===== src/rtl/vis_pkg.sv =====
package vis_pkg;
  typedef enum logic {S_IDLE = 1'b0, S_BUSY = 1'b1} visState_t;

  typedef struct packed {
    logic load;    // capture a new operation
    logic retire;  // drop the current element
  } visStrobe_t;
endpackage


===== src/rtl/vis_datapath.sv =====
module vis_datapath
  import vis_pkg::*;
#(
  parameter int XLEN = 32,
  parameter int REGW = 5,
  localparam int IDXW = $clog2(XLEN),
  localparam int LENW = $clog2(XLEN + 1)
) (
  input  logic            clk,
  input  logic            rstN,
  input  visStrobe_t      strobe,
  input  logic [REGW-1:0] reqRd,
  input  logic [REGW-1:0] reqRs1,
  input  logic [REGW-1:0] reqRs2,
  input  logic            reqRdVec,
  input  logic            reqRs1Vec,
  input  logic            reqRs2Vec,
  input  logic [LENW-1:0] vecLen,
  input  logic [XLEN-1:0] predMask,
  input  logic            predInv,
  output logic [REGW-1:0] curRd,
  output logic [REGW-1:0] curRs1,
  output logic [REGW-1:0] curRs2,
  output logic [IDXW-1:0] curIdx,
  output logic            curWrap,
  output logic            maskEmpty
);
  localparam int SUMW = ((IDXW > REGW) ? IDXW : REGW) + 1;

  logic [REGW-1:0] baseRd, baseRs1, baseRs2;
  logic            vecRd, vecRs1, vecRs2;
  logic [XLEN-1:0] remMask;
  logic [XLEN-1:0] lenMask;
  logic [XLEN-1:0] loadMask;
  logic [SUMW-1:0] sumRd, sumRs1, sumRs2;

  always_comb begin
    for (int i = 0; i < XLEN; i++) lenMask[i] = (i < int'(vecLen));
    if (!(reqRdVec || reqRs1Vec || reqRs2Vec))
      loadMask = XLEN'(1);
    else
      loadMask = (predInv ? ~predMask : predMask) & lenMask;
  end

  always_ff @(posedge clk) begin
    if (!rstN) begin
      remMask <= '0;
      baseRd  <= '0;
      baseRs1 <= '0;
      baseRs2 <= '0;
      vecRd   <= 1'b0;
      vecRs1  <= 1'b0;
      vecRs2  <= 1'b0;
    end else if (strobe.load) begin
      remMask <= loadMask;
      baseRd  <= reqRd;
      baseRs1 <= reqRs1;
      baseRs2 <= reqRs2;
      vecRd   <= reqRdVec;
      vecRs1  <= reqRs1Vec;
      vecRs2  <= reqRs2Vec;
    end else if (strobe.retire) begin
      remMask <= remMask & (remMask - XLEN'(1));  // clear lowest set bit
    end
  end

  always_comb begin
    curIdx = '0;
    for (int i = XLEN - 1; i >= 0; i--)
      if (remMask[i]) curIdx = IDXW'(i);
  end

  assign maskEmpty = (remMask == '0);

  function automatic logic [SUMW-1:0] stepReg(input logic [REGW-1:0] base,
                                             input logic vec,
                                             input logic [IDXW-1:0] idx);
    return SUMW'(base) + (vec ? SUMW'(idx) : SUMW'(0));
  endfunction

  assign sumRd  = stepReg(baseRd, vecRd, curIdx);
  assign sumRs1 = stepReg(baseRs1, vecRs1, curIdx);
  assign sumRs2 = stepReg(baseRs2, vecRs2, curIdx);

  assign curRd   = sumRd[REGW-1:0];
  assign curRs1  = sumRs1[REGW-1:0];
  assign curRs2  = sumRs2[REGW-1:0];
  assign curWrap = (|sumRd[SUMW-1:REGW]) || (|sumRs1[SUMW-1:REGW]) ||
                   (|sumRs2[SUMW-1:REGW]);


  idx_ascend_chk: assert property (@(posedge clk) disable iff (!rstN)
    (strobe.retire && !maskEmpty) |=> (maskEmpty || curIdx > $past(curIdx)));
endmodule


===== src/rtl/vis_control.sv =====
module vis_control
  import vis_pkg::*;
(
  input  logic       clk,
  input  logic       rstN,
  input  logic       reqValid,
  input  logic       uopReady,
  input  logic       maskEmpty,
  input  logic       curWrap,
  output visStrobe_t strobe,
  output logic       reqReady,
  output logic       uopValid,
  output logic       wrapErr,
  output logic       done
);
  visState_t state, stateNext;

  always_ff @(posedge clk) begin
    if (!rstN) state <= S_IDLE;
    else       state <= stateNext;
  end

  always_comb begin
    stateNext     = state;
    strobe        = '0;
    reqReady      = 1'b0;
    uopValid      = 1'b0;
    wrapErr       = 1'b0;
    done          = 1'b0;
    unique case (state)
      S_IDLE: begin
        reqReady = 1'b1;
        if (reqValid) begin
          strobe.load = 1'b1;
          stateNext   = S_BUSY;
        end
      end
      S_BUSY: begin
        if (maskEmpty) begin
          done      = 1'b1;
          stateNext = S_IDLE;
        end else if (curWrap) begin
          wrapErr       = 1'b1;
          strobe.retire = 1'b1;
        end else begin
          uopValid      = 1'b1;
          strobe.retire = uopReady;
        end
      end
      default: stateNext = S_IDLE;
    endcase
  end


  wrap_excl_chk: assert property (@(posedge clk) disable iff (!rstN)
    !(uopValid && wrapErr));

  done_single_chk: assert property (@(posedge clk) disable iff (!rstN)
    done |=> !done);
endmodule


===== src/rtl/vecIssueSeq.sv =====
module vecIssueSeq
  import vis_pkg::*;
#(
  parameter int XLEN = 32,
  parameter int REGW = 5,
  localparam int IDXW = $clog2(XLEN),
  localparam int LENW = $clog2(XLEN + 1)
) (
  input  logic            clk,
  input  logic            rstN,
  input  logic            reqValid,
  output logic            reqReady,
  input  logic [REGW-1:0] reqRd,
  input  logic [REGW-1:0] reqRs1,
  input  logic [REGW-1:0] reqRs2,
  input  logic            reqRdVec,
  input  logic            reqRs1Vec,
  input  logic            reqRs2Vec,
  input  logic [LENW-1:0] vecLen,
  input  logic [XLEN-1:0] predMask,
  input  logic            predInv,
  output logic            uopValid,
  input  logic            uopReady,
  output logic [REGW-1:0] uopRd,
  output logic [REGW-1:0] uopRs1,
  output logic [REGW-1:0] uopRs2,
  output logic [IDXW-1:0] uopIdx,
  output logic            wrapErr,
  output logic            done
);
  visStrobe_t strobe;
  logic       maskEmpty;
  logic       curWrap;

  vis_control u_ctrl (
    .clk      (clk),
    .rstN     (rstN),
    .reqValid (reqValid),
    .uopReady (uopReady),
    .maskEmpty(maskEmpty),
    .curWrap  (curWrap),
    .strobe   (strobe),
    .reqReady (reqReady),
    .uopValid (uopValid),
    .wrapErr  (wrapErr),
    .done     (done)
  );

  vis_datapath #(.XLEN(XLEN), .REGW(REGW)) u_dp (
    .clk      (clk),
    .rstN     (rstN),
    .strobe   (strobe),
    .reqRd    (reqRd),
    .reqRs1   (reqRs1),
    .reqRs2   (reqRs2),
    .reqRdVec (reqRdVec),
    .reqRs1Vec(reqRs1Vec),
    .reqRs2Vec(reqRs2Vec),
    .vecLen   (vecLen),
    .predMask (predMask),
    .predInv  (predInv),
    .curRd    (uopRd),
    .curRs1   (uopRs1),
    .curRs2   (uopRs2),
    .curIdx   (uopIdx),
    .curWrap  (curWrap),
    .maskEmpty(maskEmpty)
  );


  stall_hold_chk: assert property (@(posedge clk) disable iff (!rstN)
    (uopValid && !uopReady) |=> (uopValid && $stable(uopIdx) &&
      $stable(uopRd) && $stable(uopRs1) && $stable(uopRs2)));

  idle_quiet_chk: assert property (@(posedge clk) disable iff (!rstN)
    reqReady |-> (!uopValid && !wrapErr && !done));

  busy_block_chk: assert property (@(posedge clk) disable iff (!rstN)
    (reqReady && reqValid) |=> !reqReady);
endmodule


===== config.mk =====
export PLATFORM = sky130hd
export DESIGN_NAME = vecIssueSeq
export DESIGN_NICKNAME = d
export VERILOG_FILES = /design/src/rtl/vis_pkg.sv /design/src/rtl/vis_datapath.sv /design/src/rtl/vis_control.sv /design/src/rtl/vecIssueSeq.sv
export SDC_FILE = /design/constraint.sdc
export NUM_CORES = 1
export LEC_CHECK = 0
export BUFFER_PORTS_ARGS = -buffer_cell sky130_fd_sc_hd__buf_2
export CAP_MARGIN = 20
export CORE_ASPECT_RATIO = 0.8
export CORE_MARGIN = 2
export CORE_UTILIZATION = 37
export CTS_BUF_LIST = sky130_fd_sc_hd__clkbuf_16
export DETAILED_ROUTE_END_ITERATION = 12
export GPL_TIMING_DRIVEN = 1
export SETUP_SLACK_MARGIN = 0.5
export SYNTH_ARGS = -nofsm -noshare
export SYNTH_HDL_FRONTEND = slang
export SYNTH_SLANG_ARGS = --single-unit

===== constraint.sdc =====
create_clock -name clk -period 4.78 [get_ports clk]
set_input_delay 0.956 -clock clk [delete_from_list [all_inputs] [get_ports clk]]
set_output_delay 0.956 -clock clk [all_outputs]
set_load 0.01 [all_outputs]

==> impl.org <==
** Critical path
- On the worst path, the slowest cell contributes a delay of 0.53 ns.
- In this design, the critical path's most frequently occurring cell is or4_4.
- Worst R2R Path Depth :: 13
- Worst path slowest cell :: or4_4
- The signal on the critical path passes through or4_4, or3_4, nor3_4, a21oi_4, and2_4, ha_4, a22oi_2, nand3_2, or4_4, nor2b_4, buf_2.
- Together, buffers and inverters on the worst path number 1.
- Data required time of the critical path :: 3.82 ns
- Category of the worst setup path launch point :: register
- Type of the worst setup path :: reg2out
- Crit path depth :: 11
- Along the worst path, the maximum fanout reaches 5.
- Crit. End Element :: output pin
- CP delay by family, top :: simple AND/OR/NAND/NOR gates
- Data arrival time of the critical path :: 3.28 ns

** Route
- Routed length per instance :: 17.0 um
- Number of nets still failing antenna checks after routing :: 0
- After detailed routing, the number of remaining DRC violations is 0.
- The routed layout has 4138 vias.
- Dividing the detail-routed via count by the number of cells gives 5.60.
- Total Routed Length :: 12600 um
- The detailed router finished its first iteration with 410 violations.
- The first detailed-routing pass took 5 iterations.

** Die
- Number of placement rows :: 33
- Die outline width :: 119 um
- Once the floorplan was initialized, standard cells occupied 38.1% of the core.
- Area of the placeable core :: 10200 um2
- Top-Level Pins :: 85
- DIE AREA :: 11400 um2
- The die is 95.8 um tall.

** Min path
- Counting instances, the worst hold path has a depth of 2.
- The path class of the tightest hold or removal check is reg2reg.

** Clock tree
- Clock latency on the worst-skew pair :: 0.29 ns
- Number of sinks driven by the clock tree :: 51
- Buffers inserted during clock tree synthesis total 5.
- Clk root buf :: clkbuf_16
- Clock tree from TritonCTS :: done
- CTS built an H-tree with a depth of 2.
- Clock transition at the registers of the reported paths :: 0.07 ns
- The clock passes through at most 2 buffers.
- After clock tree synthesis, the flow added hold-fix buffers numbering 0.

** Placed design
- Post-place setup slack :: 0.455 ns
- Routability-driven placement finished with a final weighted congestion of 0.908.
- Summed over all nets, the half-perimeter wirelength after detailed placement is 9270 um.
- The placed instances occupy a cell area of 4410 um2.
- Counting tap cells, the placed design contains a total of 709 instances.
- During placement, the flow inserted port buffers numbering 84.

** Timing
- F_max :: 0.236 GHz
- Between clock sinks in the finished design, the worst skew comes to 0.00780 ns.
- The routed design could run at a clock period as short as 4.24 ns.
- Setup violations remaining at the end of the flow were counted as 0.
- The number of pins exceeding their max-slew limit in the final report was 0.
- Final hold viol count :: 0
- Aggregate negative setup slack :: 0 ns
- Dividing the final minimum period by the clock period gives 88.7%.
- Headroom to the max-slew limit came out at 45.3%.
- RSZ-0062 raised after global routing :: yes
- Setup slack of the critical path after layout :: 0.540 ns
- Slew @ Worst Pin :: 0.820 ns

** Global route
- Global-route wire length before repair :: 19300 um
- Maximum number of pins on one net before global-route repair :: 35
- Initial antenna violation count :: 0
- The number of global-route vias before repair was 3799.
- Congestion Overflow GR :: 0
- All-layer global routing usage :: 21.4%

** Cells and area
- Layout fillers :: 1033
- For this run, the post-layout net count is 677.
- The library cells used most frequently in the layout, excluding fill and tap cells, are 84 x buf_2, 68 x nand2_1, 53 x a21oi_1.
- The repair_antennas step left the layout with diodes totalling 0.
- Share of cells above drive strength 1 :: 30.2%
- Summing all non-filler instances in the final layout gives an area of 4960 um2.
- Layout area overhead :: 27.4%
- Leaving out fill and tap cells, the most frequent cell in the layout is buf_2.
- Count of placed standard cells in the final layout, fillers left out :: 739

** Synthesis
- The number of different library cells used by synthesis comes to 66.
- Synthesis inferred 51 register bits.
- Number of flops mapped to enable cells by yosys :: 0
- Counting every net in the synthesized netlist gives 581.
- Number of warning messages in the yosys log :: 0
- Sequential cells were found to cover 26.2% of the synthesized design area.
- Summed instance area of the synthesized netlist :: 3900 um2
- Avg Synthesized Cell Area :: 7.76 um2
- Share of flip-flops with an asynchronous set or reset :: 0%
- The most used flip-flop cell after synthesis is dfxtp_1.
- Synthesis produced 502 cells.

** Run status
- The run finished with clean final reports.

** Power
- Power after layout :: 1.49 mW
- IR analysis of the VDD net gives a maximum drop of 0.149 mV.
- P_leak :: 2.09 nW
- Total power density per cell area :: 301 nW/um2

** Job
- Across the run, the number of max-cap violations was 0.
==> synthesized netlist by cell type, drive strengths merged (8+ instances only) <==
cell | instances | area share (%)
inv | 25 | 2.4
or3 | 8 | 1.3
and2 | 11 | 1.8
dfxtp | 51 | 26
nor3 | 29 | 3.9
ha | 15 | 4.8
clkbuf | 17 | 2.2
a21oi | 56 | 7.2
xnor2 | 25 | 5.6
xor2 | 16 | 3.6
o21ai | 14 | 1.8
nand2 | 68 | 6.5
nor4 | 15 | 4.0
a211oi | 8 | 1.8
nor2 | 36 | 3.5
nand3 | 11 | 1.4
==> routing by layer <==
metal / up-vias / track usage, % / part of all wire (%)
met4: 0 / 4.86 / 1.2
met1: 1964 / 28.7 / 45
met3: 18 / 4.27 / 6.9
met5: - / 0 / 0
met2: 138 / 35.7 / 46
li1: 2018 / - / -
==> report_power, final <==
| part | internal (mW) | switching, mW |
|---|---|---|
| Clock | 0.245 | 0.162 |
| Combinational | 0.252 | 0.333 |
| Sequential | 0.454 | 0.0459 |
==> cell type report <==
cell class | count | area, um2 | share of cell area (%)
Clock buffer | 5 | 125 | 2.52
Multi-Input combinational cell | 402 | 2850 | 57.5
Tap cell | 140 | 175 | 3.53
Clock inverter | 3 | 38.8 | 0.781
Timing Repair Buffer | 113 | 638 | 12.9
Sequential cell | 51 | 1040 | 20.9
Inverter | 25 | 93.8 | 1.89
==> per-stage QoR <==
step / utilization (%) / hold WS, ns
2_1_floorplan: - / 0.441
3_3_place_gp: 43.0 / 0.450
5_1_grt: 48.5 / 0.490
4_1_cts: 46.7 / 0.466
6_report: 48.5 / 0.464
3_5_place_dp: 43.0 / 0.455
==> path summary, 6_finish.rpt <==
| path | slack, ns | from | end |
|---|---|---|---|
| setup / recovery | 0.54 | u_dp.remMask[25] | wrapErr |
| hold / removal | 0.46 | u_dp.baseRs2[3] | u_dp.baseRs2[3] |
| hold reg to reg | 0.46 | u_dp.baseRs2[3] | u_dp.baseRs2[3] |
| setup reg to reg | 1.21 | u_dp.remMask[25] | u_dp.remMask[17] |
==> state kept, by name, summed over array words and instances (netlist names) <==
name	cells
u_ctrl.state	1
u_dp.baseRd	5
u_dp.baseRs1	5
u_dp.baseRs2	5
u_dp.remMask	32
u_dp.vecRd	1
u_dp.vecRs1	1
u_dp.vecRs2	1
==> worst reg2reg max path, stage by stage (launching register included) <==
cell	delay, ns
dfxtp_2	0.34
or4_4	0.53
or3_4	0.36
nor3_4	0.20
a21oi_4	0.11
and2_4	0.16
ha_4	0.23
a22oi_2	0.17
nand3_2	0.11
buf_4	0.15
nor4_4	0.49
buf_4	0.27
nor3_1	0.11
a221oi_2	0.25
==> cell families after synthesis <==
group           Yosys count  share of synthesized area, %
simple gates            208                          28.5
compound gates          135                          23.8
flops                    51                          26.2
buf+inv                  49                          5.94
xor+xnor                 41                          9.21
fa+ha+maj                18                          6.36
==> repair_timing <==
| item | CTS | global route |
|---|---|---|
| gates resized for setup | 31 | 19 |
| endpoints found under the hold margin | 0 | 0 |
| setup endpoints to repair | 2 | 2 |
| pin swaps | 12 | 15 |
| buffers inserted | 9 | 13 |
No activity file was read; power rests on OpenSTA's default activity.
